==> src/rtl/ring_prod_pkg.sv <==
package ring_prod_pkg;

  localparam int LAP_W = 4;

  typedef logic [LAP_W-1:0] lap_t;

  // Stamp written into an entry: pass counter plus one, wrapping.
  function automatic lap_t stamp_of(input lap_t pass_cnt);
    return pass_cnt + lap_t'(1);
  endfunction

endpackage

==> src/rtl/ring_idx_ctrl.sv <==
module ring_idx_ctrl #(
  parameter int DEPTH = 16,
  parameter int IDX_W = (DEPTH > 1) ? $clog2(DEPTH) : 1
) (
  input  logic             clk,
  input  logic             rst_n,
  input  logic             push_i,
  input  logic             tail_we_i,
  input  logic [IDX_W-1:0] tail_i,
  output logic [IDX_W-1:0] head_o,
  output logic             full_o,
  output logic             wrap_o
);

  localparam logic [IDX_W-1:0] LAST_IDX = IDX_W'(DEPTH - 1);
  localparam bit               IS_POW2  = (DEPTH == (1 << IDX_W));

  logic [IDX_W-1:0] head_q, head_d;
  logic [IDX_W-1:0] tail_q, tail_d;
  logic [IDX_W-1:0] head_inc;
  logic             at_last;

  assign at_last = (head_q == LAST_IDX);

  generate
    if (IS_POW2) begin : g_pow2
      assign head_inc = head_q + IDX_W'(1);
    end else begin : g_mod
      assign head_inc = at_last ? '0 : head_q + IDX_W'(1);
    end
  endgenerate

  always_comb begin
    head_d = head_q;
    if (push_i) begin
      head_d = head_inc;
    end
    tail_d = tail_q;
    if (tail_we_i) begin
      tail_d = tail_i;
    end
  end

  always_ff @(posedge clk or negedge rst_n) begin
    if (!rst_n) begin
      head_q <= '0;
      tail_q <= '0;
    end else begin
      head_q <= head_d;
      tail_q <= tail_d;
    end
  end

  assign head_o = head_q;
  assign full_o = (head_inc == tail_q);
  assign wrap_o = push_i && at_last;


  head_range_chk: assert property (@(posedge clk) disable iff (!rst_n)
    head_q <= LAST_IDX);


  head_step_chk: assert property (@(posedge clk) disable iff (!rst_n)
    push_i |=> head_q == (($past(head_q) == LAST_IDX) ? '0 : $past(head_q) + IDX_W'(1)));


  head_hold_chk: assert property (@(posedge clk) disable iff (!rst_n)
    !push_i |=> $stable(head_q));

endmodule

==> src/rtl/ring_lap_ctr.sv <==
module ring_lap_ctr
  import ring_prod_pkg::*;
(
  input  logic clk,
  input  logic rst_n,
  input  logic wrap_i,
  output lap_t lap_o
);

  lap_t lap_q, lap_d;

  always_comb begin
    lap_d = lap_q;
    if (wrap_i) begin
      lap_d = lap_q + lap_t'(1);
    end
  end

  always_ff @(posedge clk or negedge rst_n) begin
    if (!rst_n) begin
      lap_q <= '0;
    end else begin
      lap_q <= lap_d;
    end
  end

  assign lap_o = lap_q;


  lap_hold_chk: assert property (@(posedge clk) disable iff (!rst_n)
    !wrap_i |=> $stable(lap_q));


  lap_step_chk: assert property (@(posedge clk) disable iff (!rst_n)
    wrap_i |=> lap_q == $past(lap_q) + lap_t'(1));

endmodule

==> src/rtl/ring_entry_stamp.sv <==
module ring_entry_stamp
  import ring_prod_pkg::*;
#(
  parameter int ENTRY_W   = 128,
  parameter int ERR_POS   = 31,
  parameter bit ERR_CHECK = 1'b1
) (
  input  logic [ENTRY_W-1:0] entry_i,
  input  lap_t               lap_i,
  output logic [ENTRY_W-1:0] entry_o
);

  localparam int FIELD_LSB = ENTRY_W - LAP_W;

  logic [ENTRY_W-1:0] stamped;
  logic               keep_raw;

  always_comb begin
    stamped = entry_i;
    stamped[ENTRY_W-1:FIELD_LSB] = stamp_of(lap_i);
  end

  generate
    if (ERR_CHECK) begin : g_err
      assign keep_raw = entry_i[ERR_POS];
    end else begin : g_noerr
      assign keep_raw = 1'b0;
    end
  endgenerate

  assign entry_o = keep_raw ? entry_i : stamped;

endmodule

==> src/rtl/ring_producer.sv <==
module ring_producer
  import ring_prod_pkg::*;
#(
  parameter int DEPTH       = 16,
  parameter int ENTRY_WORDS = 4,
  parameter int WORD_W      = 32,
  parameter int ERR_POS     = 31,
  parameter int ENTRY_W     = ENTRY_WORDS * WORD_W,
  parameter int IDX_W       = (DEPTH > 1) ? $clog2(DEPTH) : 1
) (
  input  logic               clk,
  input  logic               rst_n,
  input  logic               in_valid,
  output logic               in_ready,
  input  logic [ENTRY_W-1:0] in_data,
  input  logic               tail_we,
  input  logic [IDX_W-1:0]   tail_idx,
  output logic               wr_en,
  output logic [IDX_W-1:0]   wr_addr,
  output logic [ENTRY_W-1:0] wr_data,
  output logic [IDX_W-1:0]   head_idx,
  output logic               full,
  output logic               irq
);

  logic               accept;
  logic               wrap;
  logic               full_w;
  logic [IDX_W-1:0]   head_w;
  lap_t               lap_w;
  logic [ENTRY_W-1:0] stamped_w;

  logic               wr_en_q, wr_en_d;
  logic [IDX_W-1:0]   wr_addr_q;
  logic [ENTRY_W-1:0] wr_data_q;
  logic               irq_q, irq_d;

  assign accept = in_valid && !full_w;

  ring_idx_ctrl #(
    .DEPTH (DEPTH),
    .IDX_W (IDX_W)
  ) idx_i (
    .clk       (clk),
    .rst_n     (rst_n),
    .push_i    (accept),
    .tail_we_i (tail_we),
    .tail_i    (tail_idx),
    .head_o    (head_w),
    .full_o    (full_w),
    .wrap_o    (wrap)
  );

  ring_lap_ctr lap_i (
    .clk    (clk),
    .rst_n  (rst_n),
    .wrap_i (wrap),
    .lap_o  (lap_w)
  );

  ring_entry_stamp #(
    .ENTRY_W   (ENTRY_W),
    .ERR_POS   (ERR_POS),
    .ERR_CHECK (1'b1)
  ) stamp_i (
    .entry_i (in_data),
    .lap_i   (lap_w),
    .entry_o (stamped_w)
  );

  always_comb begin
    wr_en_d = accept;
    irq_d   = wr_en_q;
  end

  always_ff @(posedge clk or negedge rst_n) begin
    if (!rst_n) begin
      wr_en_q <= 1'b0;
      irq_q   <= 1'b0;
    end else begin
      wr_en_q <= wr_en_d;
      irq_q   <= irq_d;
    end
  end

  always_ff @(posedge clk or negedge rst_n) begin
    if (!rst_n) begin
      wr_addr_q <= '0;
      wr_data_q <= '0;
    end else if (accept) begin
      wr_addr_q <= head_w;
      wr_data_q <= stamped_w;
    end
  end

  assign in_ready = !full_w;
  assign full     = full_w;
  assign head_idx = head_w;
  assign wr_en    = wr_en_q;
  assign wr_addr  = wr_addr_q;
  assign wr_data  = wr_data_q;
  assign irq      = irq_q;


  no_overflow_chk: assert property (@(posedge clk) disable iff (!rst_n)
    (in_valid && full) |=> !wr_en);


  wr_slot_chk: assert property (@(posedge clk) disable iff (!rst_n)
    (in_valid && in_ready) |=> (wr_en && wr_addr == $past(head_idx)));


  err_keep_chk: assert property (@(posedge clk) disable iff (!rst_n)
    (in_valid && in_ready && in_data[ERR_POS]) |=> wr_data == $past(in_data));


  irq_after_wr_chk: assert property (@(posedge clk) disable iff (!rst_n)
    wr_en |=> irq);


  irq_source_chk: assert property (@(posedge clk) disable iff (!rst_n)
    !wr_en |=> !irq);

endmodule

==> config.mk <==
export PLATFORM = sky130hd
export DESIGN_NAME = ring_producer
export DESIGN_NICKNAME = d
export VERILOG_FILES = /design/src/rtl/ring_prod_pkg.sv /design/src/rtl/ring_idx_ctrl.sv /design/src/rtl/ring_lap_ctr.sv /design/src/rtl/ring_entry_stamp.sv /design/src/rtl/ring_producer.sv
export SDC_FILE = /design/constraint.sdc
export NUM_CORES = 1
export LEC_CHECK = 0
export BUFFER_PORTS_ARGS = -buffer_cell sky130_fd_sc_hd__buf_2
export CAP_MARGIN = 20
export CORE_MARGIN = 1
export CORE_UTILIZATION = 45
export CTS_BUF_LIST = sky130_fd_sc_hd__clkbuf_2
export DETAILED_ROUTE_END_ITERATION = 7
export PLACE_DENSITY = 0.76
export SLEW_MARGIN = 20
export SYNTH_ARGS = -nofsm -noshare
export SYNTH_HDL_FRONTEND = slang
export SYNTH_SLANG_ARGS = --single-unit
==> constraint.sdc <==
create_clock -name clk -period 2.3 [get_ports clk]
set_input_delay 0.69 -clock clk [delete_from_list [all_inputs] [get_ports clk]]
set_output_delay 0.69 -clock clk [all_outputs]
set_load 0.05 [all_outputs]
### Yosys cells after proc, flatten, opt, wreduce, memory -nomap -nowiden

Cells that the tools add are included.

| storage, ports and cells | value |
|---|---|
| output and inout bits | 140 |
| logic and storage cells | 15 |
| input bits | 136 |
| flip-flop bits (word level) | 146 |

| operators by class | value |
|---|---|
| equal/unequal tests | 2 |
| add/sub/neg operators | 2 |
| muxes and demuxes | 1 |
| reduce and logical (&&, ||, !) cells | 3 |

Operators by type and width:

| operator | count |
|---|---|
| $mux W128 | 1 |
| $add A4 B1 Y4 const B | 2 |
| $eq A4 B4 Y1 | 1 |
| $eq A4 B4 Y1 const B | 1 |
| $logic_and A1 B1 Y1 | 2 |
| $logic_not A1 Y1 | 1 |

### Longest topological paths before layout

Gate-level depths: netlist of the first run.

| logic depth | value |
|---|---|
| depth after elaboration | 5 |
| depth in mapped cells | 9 |
| depth with buffers taken out | 7 |

### Hierarchy

A second synthesis of the first run with hierarchy kept.

| unflattened totals | value |
|---|---|
| cell total of the unflattened synthesis | 458 |
| area total of the unflattened synthesis | 6806.5 sq um |

Modules (own cells, without submodules):

| module | sequential area each (sq um) | cells each | area each (sq um) | times used |
|---|---|---|---|---|
| ring_producer | 3353.2 | 283 | 5266.3 | 1 |
| ring_entry_stamp | 0.0 | 135 | 1003.5 | 1 |
| ring_idx_ctrl | 200.2 | 29 | 376.6 | 1 |
| ring_lap_ctr | 100.1 | 11 | 160.2 | 1 |

### Worst setup path after synthesis of the first run

Ideal clock, no wire load.

| path | value |
|---|---|
| kind | reg2out |
| start | register idx_i.head_q[0] (netlist: idx_i.head_o[0]) |
| end | output full |
| stages on the path, launching flop included | 6 |
| data required time | 1610 ps |
| arrival time | 2298 ps |
| slack | -688 ps |
| path buffers | 0 |
| cells stage by stage | dfrtp_1 ha_1 xnor2_1 nand2_1 or3_1 inv_1 |

| between the ends | value |
|---|---|
| longest elaborated chain between the ends | 2 |

Ends and longest elaborated chain:

| what | RTL line | RTL |
|---|---|---|
| from (decl) | ring_idx_ctrl.sv:18 | `logic [IDX_W-1:0] head_q, head_d;` |
| from (signal assigned) | ring_idx_ctrl.sv:46 | `head_q <= '0;` |
| from (signal assigned) | ring_idx_ctrl.sv:49 | `head_q <= head_d;` |
| $add A4 B1 Y4 | ring_idx_ctrl.sv:27 | `assign head_inc = head_q + IDX_W'(1);` |
| via idx_i.head_inc[1] | ring_idx_ctrl.sv:20 | `logic [IDX_W-1:0] head_inc;` |
| $eq A4 B4 Y1 | ring_idx_ctrl.sv:55 | `assign full_o = (head_inc == tail_q);` |
| to (decl) | ring_producer.sv:22 | `output logic full,` |

The timed path passes the listed nets, and every way through them passes these cells.

### Worst setup path after layout of the first run

| path | value |
|---|---|
| start | register idx_i.head_q[1] (netlist: idx_i.head_o[1]) |
| end | output full |

The elaborated chain is that of the path after synthesis.

==> flow_summary.toml, run 1 <==
[sta]
rsz0062_at_grt = "yes"
fin_skew_ns = 0.0165
worst_slack_ns = -0.641
timing_hold_violations_final = 0
timing.fmax_mhz = 340
setup_violations = 2
tightest_slew_ns = 0.479
drv_slew = 0
period_share_pct = 128
timing.hold.ws_ns = 0.163
slew_headroom_pct = 68.0
period_needed_ns = 2.94

[status]
outcome = "complete, but fails checks"
violations = "negative setup slack"

[floorplanning]
ios = 276
row_count = 40
start_util_pct = 46.5
die_h_um = 114
die_w_um = 114
core_um2 = 12100
die-area_um2 = 12900

[routing]
vias = 4805
wl_per_cell_um = 12.7
dr.pass1.iters = 4
vias_per_cell = 4.47
wl_mm = 13.6
drc = 0
detail-route-antenna-nets = 0
initialDrtViolationCount = 273

[clocking]
clk_pin_slew_worst_paths_ns = 0.18
clock-sinks = 146
cts_tree = "yes"
cts_buffers = 17
clock_latency_ns = 0.69
root_buffer = "clkbuf_2"
cts_htree_levels = 4
clockBufferDepth = 2

[power_and_ir_drop]
p_total_w = 0.0113
p_leak_nw = 4.43
ir_worst_vdd_v = 0.000831
powerDensity_nw_per_um2 = 1500

[global_route]
grt_usage_pct = 21.8
use_met3_pct = 6.91
grt-busiest-layer = "met2"
grt_remaining_overflow = 0
antenna_found_initial = 0
grt_pass1_wl_mm = 21.6
grt_pass1_vias = 4503
grt_max_degree = 76
grt_use_met1_pct = 26.6
use_met2_pct = 35.8

[job]
drv_cap = 0

[worst_setup_path]
cp-end-kind = "primary output"
cp_max_fo = 3
path_class = "reg -> out"
crit_arrival_ns = 2.25
rrSetupSlack_ns = 0.06
cp-start-kind = "register"
critical_path_required_ns = 1.61

[yosys]
ys_warn_count = 0
ys_seq_area_share_pct = 65.2
syn_area_per_cell_um2 = 9.14
ys_types = 20
synth_cells = 613
netlist_area_um2 = 5600
ys_ff_latch = 146
synth_fp_nets = 751
yosysTopAreaCell = "dfrtp_1"
synth_area_leaders = "dfrtp_1 65%, nand2_1 26%, buf_2 2.0%, xnor2_1 1.3%, mux2_2 1.0%"
netlist.area_leader.share_pct = 65.2

[placed_design]
placed_area_um2 = 7280
dp_hpwl_mm = 9.86
gp_congestion = 0.770
io_buffers = 275
post-place-ws_ns = 0.00968

[min_path]
min_path_type = "in -> reg"

[final_layout]
nets = 1034
area_growth_pct = 34.6
layout_commonest_cell = "nand2_1"
final_area_um2 = 7540
fillCellCount = 1110
drive_above_1_share_pct = 37.0
diodes = 0
layout_common_cells = "393 x nand2_1, 269 x buf_2, 142 x dfrtp_1"
-- per-layer routing --
metal | vias up | share of wire [%]
met2 | 184 | 48
met3 | 22 | 7.5
met5 | - | 0
met1 | 2180 | 43
li1 | 2419 | -
met4 | 0 | 2.0
-- power by group --
part           total (W)  internal, W  switching [W]
combinational    0.00621      0.00148        0.00473
clock            0.00120     0.000384       0.000819
sequential       0.00390      0.00344       0.000462
-- synth_stat cells --
cell and count:
or3_1 1, nor3_1 2, nand2_1 393, or2_2 1
ha_1 2, mux2i_1 1, mux2_2 5, a21oi_1 3
dfrtp_1 146, o21ai_0 4, nand3_1 3, xnor2_1 8
nor2_1 4, buf_2 22, o31ai_4 1, inv_1 2
xor2_1 6, buf_1 1, clkbuf_1 7, inv_2 1
-- worst max-delay path, cell delays in order (launching register included) --
cell and delay (ns):
dfrtp_2 0.47, ha_4 0.28, xnor2_2 0.10, nand2_1 0.09, or3_4 0.37, clkinvlp_4 0.09, buf_8 0.14
-- kinds of logic (layout without fill, tap and decap cells) --
family / Yosys count / after routing / share of synthesized area, %
xor gates and xnor gates: 14 / 14 / 2.19
DFF: 146 / 146 / 65.2
and+or+nand+nor: 404 / 404 / 27.3
buffers and inverters: 33 / 328 / 2.70
AOI/OAI and AO/OA: 8 / 8 / 1.00
muxes: 6 / 6 / 1.18
adders and majority gates: 2 / 2 / 0.447
-- state kept, by name (all words and copies together) (netlist names) --
register      cells
wr_data         128
idx_i.head_o      4
idx_i.tail_q      4
lap_i.lap_o       4
wr_addr           4
irq               1
wr_en             1
-- worst paths after layout --
kind                                        startpoint                     endpoint  cells past startpoint
max                        idx_i.head_o[1]$_DFFE_PN0P_                         full                      6
min                                       in_data[121]     wr_data[121]$_DFFE_PN0P_                      3
max reg2reg                idx_i.head_o[1]$_DFFE_PN0P_  idx_i.head_o[3]$_DFFE_PN0P_                     10
min reg2reg                            wr_en$_DFF_PN0_                irq$_DFF_PN0_                      0
max in group asynchronous                        rst_n  idx_i.head_o[2]$_DFFE_PN0P_                      3
min in group asynchronous                        rst_n      wr_data[57]$_DFFE_PN0P_                      3
-- layout make-up --
class	count	area (um2)	share of cell area (%)
clock buffer	22	110	1.46
clock inverter	9	66.3	0.879
inverter	3	17.5	0.232
multi-input combinational	434	1830	24.3
sequential	146	3660	48.5
tap	168	210	2.79
timing repair buffer	294	1650	21.9
-- timing repair --
| item | in CTS | in global routing |
|---|---|---|
| endpoints found under the hold margin | 146 | 0 |
| setup endpoints to repair | 2 | 123 |
| setup buffers | 2 | 2 |
| hold buffers | 1 | 0 |
| gates resized for setup | 7 | 9 |
-- through the flow --
step | std cells | util, % | TNS (ns)
6_report | 1076 | 62.5 | -1.22
5_1_grt | 1076 | 62.5 | -1.44
4_1_cts | 1074 | 62.2 | -1.39
3_5_place_dp | 1040 | 60.3 | 0
3_3_place_gp | 1040 | 60.3 | 0
2_1_floorplan | 613 | - | -0.126
No activity file was read; power rests on OpenSTA's default activity.
==> run 2, diff against run 1 <==
--- a/config.mk
+++ b/config.mk
@@ -8,10 +8,10 @@
 export BUFFER_PORTS_ARGS = -buffer_cell sky130_fd_sc_hd__buf_2
 export CAP_MARGIN = 20
 export CORE_MARGIN = 1
-export CORE_UTILIZATION = 45
+export CORE_UTILIZATION = 47
 export CTS_BUF_LIST = sky130_fd_sc_hd__clkbuf_2
 export DETAILED_ROUTE_END_ITERATION = 7
-export PLACE_DENSITY = 0.76
+export PLACE_DENSITY = 0.79
 export SLEW_MARGIN = 20
 export SYNTH_ARGS = -nofsm -noshare
 export SYNTH_HDL_FRONTEND = slang
==> flow_summary.toml, run 2 (synthesis results as in run 1) <==
[global_route]
grt_pass1_wl_mm = 22.6
grt_usage_pct = 23.3
grt_pass1_vias = 4733
grt_remaining_overflow = 0
grt_max_degree = 81
antenna_found_initial = 0

[routing]
dr.pass1.iters = 7
vias = 4908
drc = 40
initialDrtViolationCount = 356
detail-route-antenna-nets = 0
wl_per_cell_um = 13.1
wl_mm = 13.7
vias_per_cell = 4.69

[final_layout]
drive_above_1_share_pct = 36.7
nets = 1028
fin_util_pct = 65.1
layout_common_cells = "393 x nand2_1, 270 x buf_2, 142 x dfrtp_1"
largest_reg_flops = 128
area_growth_pct = 33.8
layout_commonest_cell = "nand2_1"
diodes = 0

[sta]
fin_setup_tns_ns = -1.18
timing.fmax_mhz = 345
slew_headroom_pct = 68.7
fin_skew_ns = 0.0198
drv_slew = 0
tightest_slew_ns = 0.470
period_share_pct = 126
period_needed_ns = 2.90
rsz0062_at_grt = "yes"
worst_slack_ns = -0.597
timing_hold_violations_final = 0
setup_violations = 2

[placed_design]
post-place-ws_ns = 0.0541
gp_congestion = 0.770
io_buffers = 275
dp_hpwl_mm = 9.53

[worst_setup_path]
crit_arrival_ns = 2.21
cp-start-kind = "register"
path_class = "reg -> out"
cp-end-kind = "primary output"
critPathLaunch = "idx_i.head_o[1]$_DFFE_PN0P_"
cp_max_fo = 3
crit-reg2reg-launch = "idx_i.head_o[1]$_DFFE_PN0P_"
r2r_cells = 10
critical_path_required_ns = 1.61

[clocking]
cts_buffers = 17
clock-sinks = 146
cts_tree = "yes"
clock_latency_ns = 0.70
clockBufferDepth = 2
cts_htree_levels = 4
root_buffer = "clkbuf_2"
clk_pin_slew_worst_paths_ns = 0.20

[status]
violations = "design-rule violations, negative setup slack"
outcome = "complete, but fails checks"

[min_path]
whs_path_depth = 3
min-delay-start = "in_data[58]"
min_path_type = "in -> reg"

[floorplanning]
die_w_um = 111
start_util_pct = 48.7
row_count = 39
ios = 276
die-area_um2 = 12400
core_um2 = 11500
die_h_um = 111

[power_and_ir_drop]
ir_worst_vdd_v = 0.000995
p_leak_nw = 4.41
powerDensity_nw_per_um2 = 1530

[job]
drv_cap = 0
[run 2: changes by cell type in the layout (fill, tap and decap cells not counted), sizes merged]
cell and change:
buf -6, bufinv +2, clkbuf -3, clkinvlp +2
[run 2: layout make-up]
| type | instances | area (um2) |
|---|---|---|
| clock buffer | 19 | 95.1 |
| sequential | 146 | 3660 |
| tap | 143 | 179 |
| timing repair buffer | 288 | 1580 |
| fill | 939 | 4020 |
| multi-input combinational | 434 | 1820 |
| clock inverter | 13 | 143 |
| inverter | 3 | 17.5 |
[run 2: worst paths after layout]
| check | slack (ns) | endpoint |
|---|---|---|
| setup / recovery | -0.60 | full |
| hold / removal | 0.16 | wr_data[58]$_DFFE_PN0P_ |
| setup reg to reg | 0.18 | idx_i.head_o[2]$_DFFE_PN0P_ |
| hold reg to reg | 0.38 | irq$_DFF_PN0_ |
| max in group asynchronous | 1.36 | idx_i.head_o[2]$_DFFE_PN0P_ |
| min in group asynchronous | 0.55 | wr_data[62]$_DFFE_PN0P_ |
[run 2: per-layer routing]
metal,vias to the layer above,GRT usage [%],part of all wire [%]
met4,0,11.5,2.9
met1,2253,28.7,41
met2,208,37.4,48
met3,31,7.00,8.0
met5,-,0,0
li1,2416,-,-
[run 2: stage by stage]
stage / instances / cell area [um2] / hold WS, ns / power [W]
2_1_floorplan: 613 / 5630 / 0.394 / 0.00843
6_report: 1046 / 7500 / 0.162 / 0.0115
5_1_grt: 1046 / 7500 / 0.0801 / 0.0121
3_3_place_gp: 1012 / 7210 / 0.358 / 0.00992
4_1_cts: 1046 / 7490 / 0.0681 / 0.0116
3_5_place_dp: 1012 / 7210 / 0.359 / 0.0100
[run 2: repair_timing]
action | in CTS | in global routing
resized for setup | 7 | 2
hold buffers | 1 | 0
buffers inserted | 1 | 0
hold endpoints to repair | 146 | 0
pin swaps | 0 | 0
setup endpoints to repair | 3 | 4
[run 2: worst max-delay path: stages (launching register included)]
cell        delay (ns)
dfrtp_2           0.47
ha_4              0.28
xnor2_2           0.10
nand2_1           0.08
or3_4             0.36
clkinvlp_4        0.09
buf_8             0.13
[run 2: power breakdown]
group          total [W]  switching (W)  internal (W)
clock network    0.00146       0.000869      0.000593
logic            0.00609        0.00469       0.00140
registers        0.00392       0.000478       0.00344
total             0.0115        0.00604       0.00543
